<file path="config.mk">
export PLATFORM = sky130hd
export DESIGN_NAME = alert_qual_top
export DESIGN_NICKNAME = d
export VERILOG_FILES = /design/src/rtl/alert_qual_pkg.sv /design/src/rtl/alert_qual_dp.sv /design/src/rtl/alert_qual_ctrl.sv /design/src/rtl/alert_qual_top.sv
export SDC_FILE = /design/constraint.sdc
export NUM_CORES = 1
export LEC_CHECK = 0
export ABC_AREA = 0
export BUFFER_PORTS_ARGS = -buffer_cell sky130_fd_sc_hd__buf_4
export CORE_MARGIN = 3
export CORE_UTILIZATION = 31
export DETAILED_ROUTE_END_ITERATION = 12
export PLACE_DENSITY = 0.46
export SYNTH_ARGS = -nofsm -noshare
export SYNTH_HDL_FRONTEND = slang
export SYNTH_SLANG_ARGS = --single-unit
</file>
<file path="constraint.sdc">
create_clock -name clk -period 3.08 [get_ports clk]
set_clock_uncertainty 0.15 [all_clocks]
set_input_delay 0.154 -clock clk [delete_from_list [all_inputs] [get_ports clk]]
set_output_delay 0.154 -clock clk [all_outputs]
set_load 0.02 [all_outputs]
</file>
<file path="src/rtl/alert_qual_pkg.sv">
package alert_qual_pkg;

  // Operating state decoded from the two mode pins
  typedef enum logic [1:0] {
    MODE_TONE     = 2'd0,
    MODE_FSK      = 2'd1,
    MODE_ZP_RING  = 2'd2,
    MODE_ZP_QUIET = 2'd3
  } opModeT;

  // Strobes from control to datapath
  typedef struct packed {
    logic clrQual;   // clear duration counter and latched interrupt
    logic clrHyst;   // clear FSK level hysteresis
    logic detRise;   // tone detect rising this cycle
    logic detFall;   // tone detect falling this cycle
  } dpStrobeT;

endpackage

</file>
<file path="src/rtl/alert_qual_dp.sv">
module alert_qual_dp
  import alert_qual_pkg::*;
#(
  parameter int CLKS_PER_MS = 250000,
  parameter int QUAL_MIN_MS = 10,
  parameter int QUAL_MAX_MS = 45,
  parameter int FSK_ON_MS   = 20,
  parameter int FSK_OFF_MS  = 5,
  parameter int SYNC_STAGES = 2
) (
  input  logic     clk,
  input  logic     rstN,
  input  logic     toneRaw,
  input  logic     ringRaw,
  input  logic     fskRaw,
  input  dpStrobeT strobe,
  output logic     toneSync,
  output logic     ringSync,
  output logic     fskDet,
  output logic     irqLatch,
  output logic     msTick
);

  localparam int PRE_W    = (CLKS_PER_MS > 1) ? $clog2(CLKS_PER_MS) : 1;
  localparam int DUR_W    = $clog2(QUAL_MAX_MS + 2);
  localparam int HYS_MAX  = (FSK_ON_MS > FSK_OFF_MS) ? FSK_ON_MS : FSK_OFF_MS;
  localparam int HYS_W    = $clog2(HYS_MAX + 1);
  localparam int N_SYNC   = 3;
  localparam logic [DUR_W-1:0] DUR_SAT = '1;
  localparam logic [DUR_W-1:0] QMIN    = DUR_W'(QUAL_MIN_MS);
  localparam logic [DUR_W-1:0] QMAX    = DUR_W'(QUAL_MAX_MS);
  localparam logic [PRE_W-1:0] PRE_TOP = PRE_W'(CLKS_PER_MS - 1);

  // ---------------- input synchronisers ----------------
  logic [N_SYNC-1:0] rawVec;
  logic [N_SYNC-1:0] syncVec;
  logic              fskSync;

  assign rawVec = {fskRaw, ringRaw, toneRaw};

  genvar g;
  generate
    for (g = 0; g < N_SYNC; g++) begin : gSync
      logic [SYNC_STAGES-1:0] shReg;
      if (SYNC_STAGES == 1) begin : gOne
        always_ff @(posedge clk or negedge rstN)
          if (!rstN) shReg <= '0;
          else       shReg <= rawVec[g];
      end else begin : gMany
        always_ff @(posedge clk or negedge rstN)
          if (!rstN) shReg <= '0;
          else       shReg <= {shReg[SYNC_STAGES-2:0], rawVec[g]};
      end
      assign syncVec[g] = shReg[SYNC_STAGES-1];
    end
  endgenerate

  assign toneSync = syncVec[0];
  assign ringSync = syncVec[1];
  assign fskSync  = syncVec[2];

  // ---------------- millisecond prescaler ----------------
  logic [PRE_W-1:0] preCnt;

  always_ff @(posedge clk or negedge rstN)
    if (!rstN)            preCnt <= '0;
    else if (msTick)      preCnt <= '0;
    else                  preCnt <= preCnt + 1'b1;

  assign msTick = (preCnt == PRE_TOP);

  // ---------------- burst duration and interrupt latch ----------------
  logic [DUR_W-1:0] durCnt;
  logic             inWindow;

  always_ff @(posedge clk or negedge rstN)
    if (!rstN)                                          durCnt <= '0;
    else if (strobe.clrQual)                            durCnt <= '0;
    else if (strobe.detRise)                            durCnt <= msTick ? DUR_W'(1) : '0;
    else if (toneSync && msTick && durCnt != DUR_SAT)   durCnt <= durCnt + 1'b1;

  assign inWindow = (durCnt >= QMIN) && (durCnt <= QMAX);

  always_ff @(posedge clk or negedge rstN)
    if (!rstN)                             irqLatch <= 1'b0;
    else if (strobe.clrQual)               irqLatch <= 1'b0;
    else if (strobe.detFall && inWindow)   irqLatch <= 1'b1;

  // ---------------- FSK level hysteresis ----------------
  logic [HYS_W-1:0] hystCnt;
  logic [HYS_W-1:0] hystLim;

  assign hystLim = fskDet ? HYS_W'(FSK_OFF_MS - 1) : HYS_W'(FSK_ON_MS - 1);

  always_ff @(posedge clk or negedge rstN)
    if (!rstN) begin
      hystCnt <= '0;
      fskDet  <= 1'b0;
    end else if (strobe.clrHyst) begin
      hystCnt <= '0;
      fskDet  <= 1'b0;
    end else if (fskSync == fskDet) begin
      hystCnt <= '0;
    end else if (msTick) begin
      if (hystCnt == hystLim) begin
        fskDet  <= ~fskDet;
        hystCnt <= '0;
      end else begin
        hystCnt <= hystCnt + 1'b1;
      end
    end

  // ---------------- assertions ----------------
  p_irq_on_fall_r3: assert property (@(posedge clk) disable iff (!rstN)
    $rose(irqLatch) |-> $past(strobe.detFall));

  p_irq_window_r4: assert property (@(posedge clk) disable iff (!rstN)
    $rose(irqLatch) |-> ($past(durCnt) >= QMIN && $past(durCnt) <= QMAX));

  p_dur_saturate_r5: assert property (@(posedge clk) disable iff (!rstN)
    (durCnt == DUR_SAT && !strobe.clrQual && !strobe.detRise) |=> durCnt == DUR_SAT);

  p_fsk_on_tick_r7: assert property (@(posedge clk) disable iff (!rstN)
    (!msTick && !strobe.clrHyst) |=> $stable(fskDet));

endmodule

</file>
<file path="src/rtl/alert_qual_ctrl.sv">
module alert_qual_ctrl
  import alert_qual_pkg::*;
(
  input  logic     clk,
  input  logic     rstN,
  input  logic     zeroPwr,
  input  logic     modeSel,
  input  logic     retimeReq,
  input  logic     toneSync,
  input  logic     ringSync,
  input  logic     fskDet,
  input  logic     irqLatch,
  output dpStrobeT strobe,
  output logic     detOut,
  output logic     irqN
);

  opModeT modeNext, modeQ, modePrev;
  logic   modeChg;
  logic   tonePrev;

  always_comb begin
    if (zeroPwr) modeNext = modeSel ? MODE_ZP_QUIET : MODE_ZP_RING;
    else         modeNext = modeSel ? MODE_FSK      : MODE_TONE;
  end

  always_ff @(posedge clk or negedge rstN)
    if (!rstN) begin
      modeQ    <= MODE_TONE;
      modePrev <= MODE_TONE;
      tonePrev <= 1'b0;
    end else begin
      modeQ    <= modeNext;
      modePrev <= modeQ;
      tonePrev <= toneSync;
    end

  assign modeChg = (modeQ != modePrev);

  always_comb begin
    strobe.clrQual = modeChg || (modeQ != MODE_TONE);
    strobe.clrHyst = modeChg || (modeQ != MODE_FSK);
    strobe.detRise = toneSync && !tonePrev;
    strobe.detFall = !toneSync && tonePrev;
  end

  always_comb begin
    unique case (modeQ)
      MODE_TONE: begin
        detOut = toneSync;
        irqN   = !irqLatch;
      end
      MODE_FSK: begin
        detOut = fskDet;
        irqN   = !(retimeReq || ringSync);
      end
      MODE_ZP_RING: begin
        detOut = ringSync;
        irqN   = !ringSync;
      end
      default: begin
        detOut = 1'b0;
        irqN   = !ringSync;
      end
    endcase
  end

  p_irq_hold_r6: assert property (@(posedge clk) disable iff (!rstN)
    (modeQ == MODE_TONE && !irqN) |=> (!irqN || modeQ != MODE_TONE));

  p_irq_after_det_r3: assert property (@(posedge clk) disable iff (!rstN)
    (modeQ == MODE_TONE && $past(modeQ) == MODE_TONE && $fell(irqN)) |-> !detOut);

endmodule

</file>
<file path="src/rtl/alert_qual_top.sv">
module alert_qual_top
  import alert_qual_pkg::*;
#(
  parameter int CLKS_PER_MS = 250000,
  parameter int QUAL_MIN_MS = 10,
  parameter int QUAL_MAX_MS = 45,
  parameter int FSK_ON_MS   = 20,
  parameter int FSK_OFF_MS  = 5,
  parameter int SYNC_STAGES = 2
) (
  input  logic clk,
  input  logic rstN,
  input  logic zeroPwr,
  input  logic modeSel,
  input  logic toneHit,
  input  logic fskLevel,
  input  logic ringHit,
  input  logic retimeReq,
  output logic detOut,
  output logic irqN
);

  dpStrobeT strobe;
  logic     toneSync, ringSync, fskDet, irqLatch, msTick;

  alert_qual_dp #(
    .CLKS_PER_MS(CLKS_PER_MS), .QUAL_MIN_MS(QUAL_MIN_MS), .QUAL_MAX_MS(QUAL_MAX_MS),
    .FSK_ON_MS(FSK_ON_MS), .FSK_OFF_MS(FSK_OFF_MS), .SYNC_STAGES(SYNC_STAGES)
  ) i_dp (
    .clk(clk), .rstN(rstN),
    .toneRaw(toneHit), .ringRaw(ringHit), .fskRaw(fskLevel),
    .strobe(strobe),
    .toneSync(toneSync), .ringSync(ringSync), .fskDet(fskDet),
    .irqLatch(irqLatch), .msTick(msTick)
  );

  alert_qual_ctrl i_ctrl (
    .clk(clk), .rstN(rstN),
    .zeroPwr(zeroPwr), .modeSel(modeSel), .retimeReq(retimeReq),
    .toneSync(toneSync), .ringSync(ringSync), .fskDet(fskDet), .irqLatch(irqLatch),
    .strobe(strobe), .detOut(detOut), .irqN(irqN)
  );

endmodule

</file>
=== Word-level counts from Yosys, hierarchy flattened ===
Index checks and enable logic that the tools add are counted.

* Memory bits (read-only): 0
* Bits in registers: 42
* Output and inout bits: 2
* Memory bits (writable): 0
* Memories: 0
* Latch bits: 0
* Input bits: 8
* Word-level logic and storage cells: 69

* Reduce and logical (&&, ||, !) cells: 22
* Order comparisons: 2
* Bitwise gates (word level): 1
* Div/mod/pow operators: 0
* Muxes and demuxes: 21
* Equality and inequality tests: 9
* Shifts and indexed selects: 0
* Add/sub/neg operators: 3
* $mul: 0

{| class="wikitable"
|+ Operator list
! kind !! number
|-
| $mux W5 || 5
|-
| $add A18 B1 Y18 const B || 1
|-
| $eq A18 B18 Y1 const B || 1
|-
| $mux W18 || 1
|-
| $mux W6 || 3
|-
| $mux W1 || 9
|-
| $reduce_bool A2 Y1 || 4
|-
| $add A6 B1 Y6 const B || 1
|-
| $ge A6 B4 Y1 const B || 1
|-
| $le A6 B6 Y1 const B || 1
|-
| $logic_and A1 B1 Y1 || 6
|-
| $ne A6 B6 Y1 const B || 1
|-
| $reduce_bool A3 Y1 || 2
|-
| $add A5 B1 Y5 const B || 1
|-
| $eq A5 B5 Y1 || 1
|-
| $logic_not A1 Y1 || 5
|-
| $ne A2 B1 Y1 const B || 2
|-
| $logic_or A1 B1 Y1 || 3
|-
| $pmux W1 S3 || 1
|-
| $reduce_and A3 Y1 || 1
|-
| $eq A2 B1 Y1 const B || 1
|-
| $eq A2 B2 Y1 const B || 1
|-
| $logic_not A2 Y1 || 1
|-
| $mux W2 || 1
|-
| other kinds (4) || 4
|}

=== Logic depth before layout (Yosys ltp) ===
Gate-level depths: netlist (run 1).

* Depth in word-level cells: 6
* Depth in mapped cells: 8
* Depth with buffers taken out: 7

=== Modules after synthesis ===
A second synthesis (run 1) with hierarchy kept.

* Cell total of the unflattened synthesis: 205
* Area, all modules: 2154.6 µm²

{| class="wikitable"
|+ By module, submodules not included
! module !! instances !! cells an instance !! area an instance (µm²) !! sequential area each (µm²)
|-
| alert_qual_dp || 1 || 188 || 1960.6 || 925.9
|-
| alert_qual_ctrl || 1 || 17 || 193.9 || 125.1
|}

=== Worst setup path before layout (run 1) ===
Ideal clock, no wire load.

* Path type: reg-to-reg
* Start: register i_dp.preCnt[6]
* End: register i_dp.durCnt[5]
* Data required time: 2.852 ns
* Period minus slack after synthesis: 2.296 ns
* Setup slack: 0.784 ns
* Library setup time: 0.078 ns
* Arrival: 2.068 ns
* Cell stages (with the launch flop): 7
* Buffers on the path: 1
* Cells stage by stage: dfrtp_1 nand2b_1 or4_4 or3_1 buf_2 or4_1 a21oi_1

* Longest elaborated chain between the ends: 4

{| class="wikitable"
|+ Ends and longest elaborated chain
! what !! line !! text
|-
| start, declared || alert_qual_dp.sv:63 || <nowiki>logic [PRE_W-1:0] preCnt;</nowiki>
|-
| start signal, assigned || alert_qual_dp.sv:68 || <nowiki>else preCnt <= preCnt + 1'b1;</nowiki>
|-
| $eq A18 B18 Y1 || alert_qual_dp.sv:70 || <nowiki>assign msTick = (preCnt == PRE_TOP);</nowiki>
|-
| $logic_and A1 B1 Y1 (2 in series) || alert_qual_dp.sv:80 || <nowiki>else if (toneSync && msTick && durCnt != DUR_SAT) durCnt <= durCnt + 1'b1;</nowiki>
|-
| $reduce_bool A3 Y1 (no line) || -- ||
|-
| end signal, assigned || alert_qual_dp.sv:79 || <nowiki>else if (strobe.detRise) durCnt <= msTick ? DUR_W'(1) : '0;</nowiki>
|-
| end signal, assigned || alert_qual_dp.sv:80 ||
|-
| end, declared || alert_qual_dp.sv:73 || <nowiki>logic [DUR_W-1:0] durCnt;</nowiki>
|}

No other way between the ends.
A chain may end at the register's enable or synchronous reset.

=== Worst setup path in the final report (run 1) ===
* Start: register i_dp.preCnt[0]
* End: register i_dp.durCnt[3]

Same word-level chain as after synthesis.

==> run_results.csv, run 1 <==
group,metric,value,unit
global_route,grt_util_all_layers,11.79,%
clock_network,cts_max_path_buffers,2,
place,place_ws,0.6618,ns
die,die_w,86.04,um
global_route,antenna_found_initial,0,
yosys,yosysTopAreaCell,"dfrtp_1",
die,start_util,32.76,%
sta,fin_crit,2.421,ns
layout,mostFrequentLayoutCells,"42 x dfrtp_1, 19 x nor2_1, 14 x nand2_1, 14 x nand3_1",
sta,drv_slew,0,
yosys,syn_inst,192,
yosys,ys_warn_count,0,
sta,hold_ws,0.2002,ns
die,rows,28,
clock_network,numCtsBuffers,5,
layout,area_delta_synth_final,15.69,%
critical_path,worst-path-buf-inv,0,
power_and_ir_drop,cellLeakagePower,0.9772,nW
sta,setup_viol,0,
detailed_routing,first_pass_iters,4,
clock_network,clock_latency,0.29,ns
power_and_ir_drop,p_per_area,420.7,mW/mm^2
critical_path,cp_max_fo,6,
detailed_routing,routed_wl,3.979,mm
global_route,gr-total-overflow,0,
sta,layout_setup_ws,0.6588,ns
layout,final_area,0.002297,sq mm
detailed_routing,route.detailed.wl_per_inst,13.82,um
clock_network,cts.sinks,42,
detailed_routing,ant_nets,0,
detailed_routing,drt_iter0_drc,44,
yosys,syn_area_per_cell,10.34,sq um
detailed_routing,vias,1438,
clock_network,htree_levels,2,
die,core_area,0.006061,sq mm
clock_network,path_clk_slew,0.08,ns
critical_path,cp_top_family,"simple AND/OR/NAND/NOR gates",
critical_path,path_cells,"ha_1, and3_1, nand3_1, or3_1, or4_1, a21oi_1",
critical_path,worst-r2r-setup-slack,0.66,ns
die,io_pins,10,
place,port_buffers,9,
yosys,synth_top_cell_area_share,52.93,%
sta,final.period_utilization,78.61,%
layout,fin_nets,226,
yosys,ys_seq_elements,42,
global_route,grt_pass1_wl,6.893,mm
critical_path,arrival,2.49,ns
yosys,synthTopCellsByArea,"dfrtp_1 53%, xor2_1 4.4%, ha_1 3.8%, nor2_1 3.6%, nand3_1 3.5%",
worst_hold_path,hold_class,"reg2reg",
power_and_ir_drop,power,966.5,uW
sta,hold_viol,0,
critical_path,cp-start-kind,"flop",
detailed_routing,drc,0,
sta,rsz0062_at_grt,"false",
layout,final_common_cell,"dfrtp_1",
critical_path,max_stage_delay,0.51,ns
yosys,ys_seq_area_share,52.93,%
clock_network,cts-root-buf,"clkbuf_8",
place,placedInstanceArea,0.002146,sq mm
yosys,postSynthNetCount,206,
die,die_area,0.007402,sq mm
layout,n_antenna_cell,0,
place,gp_congestion,0.7955,
detailed_routing,avgViaCountPerCell,4.993,
sta,worst_slew_margin_rel,50.42,%
critical_path,cp_slowest_cell,"or4_1",
yosys,yosysUniqueCellTypes,36,
global_route,grt_max_degree,43,
sta,clock.fmax,0.4130,GHz
power_and_ir_drop,ir_drop,0.2282,mV
clock_network,post_cts_buffers,0,
layout,final_layout_size_suffix_gt1_share,9.859,%
flow_run,drv_cap,0,
sta,tightestPinTransition,0.7422,ns
global_route,grt_pass1_vias,1475,
sta,finalSetupTns,0,ns
die,die_h,86.04,um
critical_path,path_class,"reg2reg",
place,hpwl,2.786,mm
yosys,netlist_area,0.001986,sq mm
critical_path,required,3.15,ns
critical_path,cp-end-kind,"flop",
clock_network,cts_tree,"built",
outcome,status,"completed",
[where the power goes]
part           switching, mW  internal, mW
Combinational         0.0198        0.0168
Clock                  0.185         0.181
Sequential           0.00579         0.558
Total                  0.211         0.756
[kinds of logic (layout without fill, tap and decap cells)]
group / after synthesis / after routing / synth area share [%]
and+or+nand+nor: 89 / 89 / 24.83
xor gates and xnor gates: 17 / 17 / 7.498
buffers and inverters: 10 / 31 / 1.953
AOI/OAI and AO/OA: 25 / 25 / 7.499
adders and majority gates: 6 / 6 / 3.781
muxes: 3 / 3 / 1.512
DFF: 42 / 42 / 52.93
[per-layer routing]
metal,vias to the layer above,GRT usage (%),share of wire (%)
met3,8,3.266,3.1
met2,18,18.64,45
met4,0,4.892,1.2
li1,722,-,-
met1,690,15.14,50
met5,-,0,0
[cell type report]
type	count	area (sq um)
fill	637	3764
inverter	6	22.52
tap	75	93.84
timing repair buffer	17	142.6
clock inverter	1	5.005
multi-input combinational	140	895.9
sequential	42	1051
clock buffer	7	86.33
[final timing paths]
path                            cells past startpoint                      to                    from
worst min-delay path                                0  i_dp.gSync[0].shReg[1]  i_dp.gSync[0].shReg[0]
worst max-delay path                                6          i_dp.durCnt[3]          i_dp.preCnt[0]
worst min register to register                      0  i_dp.gSync[0].shReg[1]  i_dp.gSync[0].shReg[0]
worst max register to register                      6          i_dp.durCnt[3]          i_dp.preCnt[0]
max in group asynchronous                           2  i_dp.gSync[2].shReg[1]                    rstN
min in group asynchronous                           2          i_dp.durCnt[1]                    rstN
[synthesized netlist by cell type]
cell and number:
o32ai_1 2, a31o_2 1, or2_1 1, o31ai_1 3
and4b_1 1, o21ai_0 6, xor2_1 10, or4_1 5
nand3_1 14, nand4_1 4, xnor2_1 7, nor2_1 19
and3_2 1, dfrtp_1 42, nand2_1 14, or4b_1 2
nor4bb_1 1, o31a_1 1, nor2b_1 2, nand4b_1 1
ha_1 6, nor3_1 1, or3b_1 1, clkbuf_1 3
nor4_1 3, mux2i_1 3, a31oi_1 1, inv_1 6
nand3b_1 2, buf_2 1, or3_1 4, nand2b_1 4
or4_4 1, a21oi_1 11, and3_1 6, nor3b_1 2
[registers in the layout, summed over array words and instances (netlist names)]
register	cells
i_dp.preCnt	18
i_dp.durCnt	6
i_dp.gSync.shReg	6
i_dp.hystCnt	5
i_ctrl.modePrev	2
i_ctrl.modeQ	2
i_ctrl.tonePrev	1
i_dp.fskDet	1
i_dp.irqLatch	1
[stage by stage]
| step | utilization [%] | std cells |
|---|---|---|
| after CTS | 37.90 | 288 |
| after floorplan | - | 192 |
| final | 37.90 | 288 |
| after global routing | 37.90 | 288 |
| after global placement | 35.40 | 274 |
| after detailed placement | 35.40 | 274 |
[timing repair]
item / in CTS / in global routing
hold buffers: 6 / 0
gates resized for setup: 0 / 0
hold endpoints to repair: 47 / 0
No activity file was read; power rests on OpenSTA's default activity.
==> run 2, diff against run 1 <==
--- a/config.mk
+++ b/config.mk
@@ -10,7 +10,7 @@
 export CORE_MARGIN = 3
 export CORE_UTILIZATION = 31
 export DETAILED_ROUTE_END_ITERATION = 12
-export PLACE_DENSITY = 0.46
+export PLACE_DENSITY = 0.48
 export SYNTH_ARGS = -nofsm -noshare
 export SYNTH_HDL_FRONTEND = slang
 export SYNTH_SLANG_ARGS = --single-unit
==> constraint.sdc (replaced) <==
create_clock -name clk -period 1.95 [get_ports clk]
set_clock_uncertainty 0.15 [all_clocks]
set_input_delay 0.0975 -clock clk [delete_from_list [all_inputs] [get_ports clk]]
set_output_delay 0.0975 -clock clk [all_outputs]
set_load 0.02 [all_outputs]
==> run 2 against run 1 <==
Against the previous run: the flow now finishes with violations (setup timing); sequential cell count is the same; routed wire length grew 15%; maximum frequency is 8.6% higher; non-clock buffer count grew 44; sequential power up 58%; combinational power grew 72%; critical path depth fell by 1; die area did not move; total power rose by 55%; worst setup slack worse by 0.94 ns; design area is 23% higher.
==> run_results.csv, run 2 (synthesis gave the netlist of run 1 again) <==
group,metric,value,unit
outcome,status,"finished with violations",
outcome,violations,"setup timing",
clock_network,cts_max_path_buffers,2,
sta,rsz0062_at_grt,"true",
global_route,grt_util_all_layers,13.47,%
place,place_inst,314,
place,port_buffers,9,
layout,n_antenna_cell,0,
global_route,grt_pass1_wl,7.859,mm
die,die_w,86.04,um
sta,hold_viol,0,
place,place_ws,-0.3358,ns
critical_path,cp_top_family,"simple AND/OR/NAND/NOR gates",
detailed_routing,routed_wl,4.591,mm
layout,final_area,0.002823,sq mm
layout,mostFrequentLayoutCells,"49 x buf_4, 42 x dfrtp_1, 14 x nand2_1",
sta,setup_viol,17,
critical_path,cp-end-kind,"flop",
sta,final.period_utilization,114.3,%
critical_path,cp-start-kind,"flop",
power_and_ir_drop,p_per_area,530.3,mW/mm^2
place,placedInstanceArea,0.002472,sq mm
sta,worst_slew_margin_rel,63.77,%
place,hpwl,3.168,mm
sta,finalSetupTns,-2.729,ns
layout,fin_util,46.57,%
sta,clock.fmax,0.4486,GHz
detailed_routing,route.detailed.wl_per_inst,13.87,um
global_route,grt_max_degree,43,
detailed_routing,vias,1601,
clock_network,cts_tree,"built",
power_and_ir_drop,ir_drop,0.3275,mV
critical_path,max_stage_delay,0.49,ns
critical_path,cp_max_fo,5,
layout,area_delta_synth_final,42.16,%
detailed_routing,avgViaCountPerCell,4.837,
flow_run,drv_cap,0,
sta,hold_ws,0.1796,ns
detailed_routing,ant_nets,0,
power_and_ir_drop,power,1.497,mW
global_route,grt_pass1_vias,1654,
place,gp_congestion,0.7725,
critical_path,path_cells,"nand2b_4, or4_4, or3_4, or4_4, a21oi_2",
detailed_routing,drc,0,
critical_path,arrival,2.29,ns
detailed_routing,first_pass_iters,4,
detailed_routing,drt_iter0_drc,52,
clock_network,cts.sinks,42,
critical_path,worst-path-buf-inv,0,
layout,fin_nets,270,
clock_network,clock_latency,0.29,ns
die,start_util,32.76,%
layout,top_register,"i_dp.preCnt",
sta,layout_setup_ws,-0.2789,ns
layout,final_common_cell,"buf_4",
die,die_area,0.007402,sq mm
die,core_area,0.006061,sq mm
worst_hold_path,hold_class,"in2async",
global_route,gr-total-overflow,0,
clock_network,path_clk_slew,0.08,ns
layout,finalNonFillerCells,331,
sta,tightestPinTransition,0.5435,ns
layout,final_layout_size_suffix_gt1_share,37.50,%
global_route,antenna_found_initial,0,
clock_network,htree_levels,2,
critical_path,cp_slowest_cell,"or4_4",
critical_path,crit_top_cell,"or4_4",
critical_path,path_class,"reg2reg",
die,die_h,86.04,um
sta,fin_crit,2.229,ns
clock_network,numCtsBuffers,5,
layout,largest_register_ffs,18,
critical_path,required,2.02,ns
power_and_ir_drop,cellLeakagePower,1.238,nW
layout,reg_top3,"i_dp.preCnt: 18 flops, i_dp.durCnt: 6 flops, i_dp.gSync.shReg: 6 flops",
die,rows,28,
sta,drv_slew,0,
clock_network,cts-root-buf,"clkbuf_8",
die,io_pins,10,
## run 2: changes by cell type in the layout (fill, tap and decap cells not counted), moves of 4 or more
cell / change
buf_4: +38
a21oi_1: -6
a21oi_2: +6
buf_6: +6
nor2_1: -6
or4_1: -4
or4_4: +4
## run 2: final timing paths
check,startpoint,end,slack (ns),cells after the start
setup / recovery,i_dp.preCnt[6],i_dp.durCnt[3],-0.28,5
hold / removal,rstN,i_ctrl.modeQ[1],0.18,2
setup reg to reg,i_dp.preCnt[6],i_dp.durCnt[3],-0.28,5
hold reg to reg,i_dp.gSync[0].shReg[0],i_dp.gSync[0].shReg[1],0.20,0
max in group asynchronous,rstN,i_dp.preCnt[8],1.09,2
min in group clk,i_dp.gSync[0].shReg[0],i_dp.gSync[0].shReg[1],0.20,0
## run 2: final cells by class
class | instances | area (sq um)
clock buffer | 6 | 72.57
timing repair buffer | 61 | 495.5
fill | 576 | 3238
inverter | 6 | 22.52
tap | 75 | 93.84
multi-input combinational | 140 | 1080
clock inverter | 1 | 7.507
sequential | 42 | 1051
## run 2: power by group
| group | internal, mW | switching [mW] |
|---|---|---|
| clock | 0.246 | 0.297 |
| combinational | 0.0279 | 0.0349 |
| sequential | 0.882 | 0.00927 |
| total | 1.16 | 0.342 |
## run 2: metal layers
| metal | part of all wire (%) | up-vias | global-route usage (%) |
|---|---|---|---|
| met4 | 0.81 | 0 | 3.885 |
| met1 | 51 | 783 | 19.05 |
| met3 | 1.8 | 4 | 3.170 |
| met2 | 47 | 6 | 20.46 |
| li1 | - | 808 | - |
| met5 | 0 | - | 0 |
## run 2: what timing repair did
| action | in CTS | in global routing |
|---|---|---|
| hold endpoints to repair | 47 | 0 |
| setup buffers | 3 | 2 |
| setup endpoints to repair | 21 | 21 |
| hold buffers | 6 | 0 |
| pin swaps | 14 | 15 |
| resized for setup | 19 | 22 |
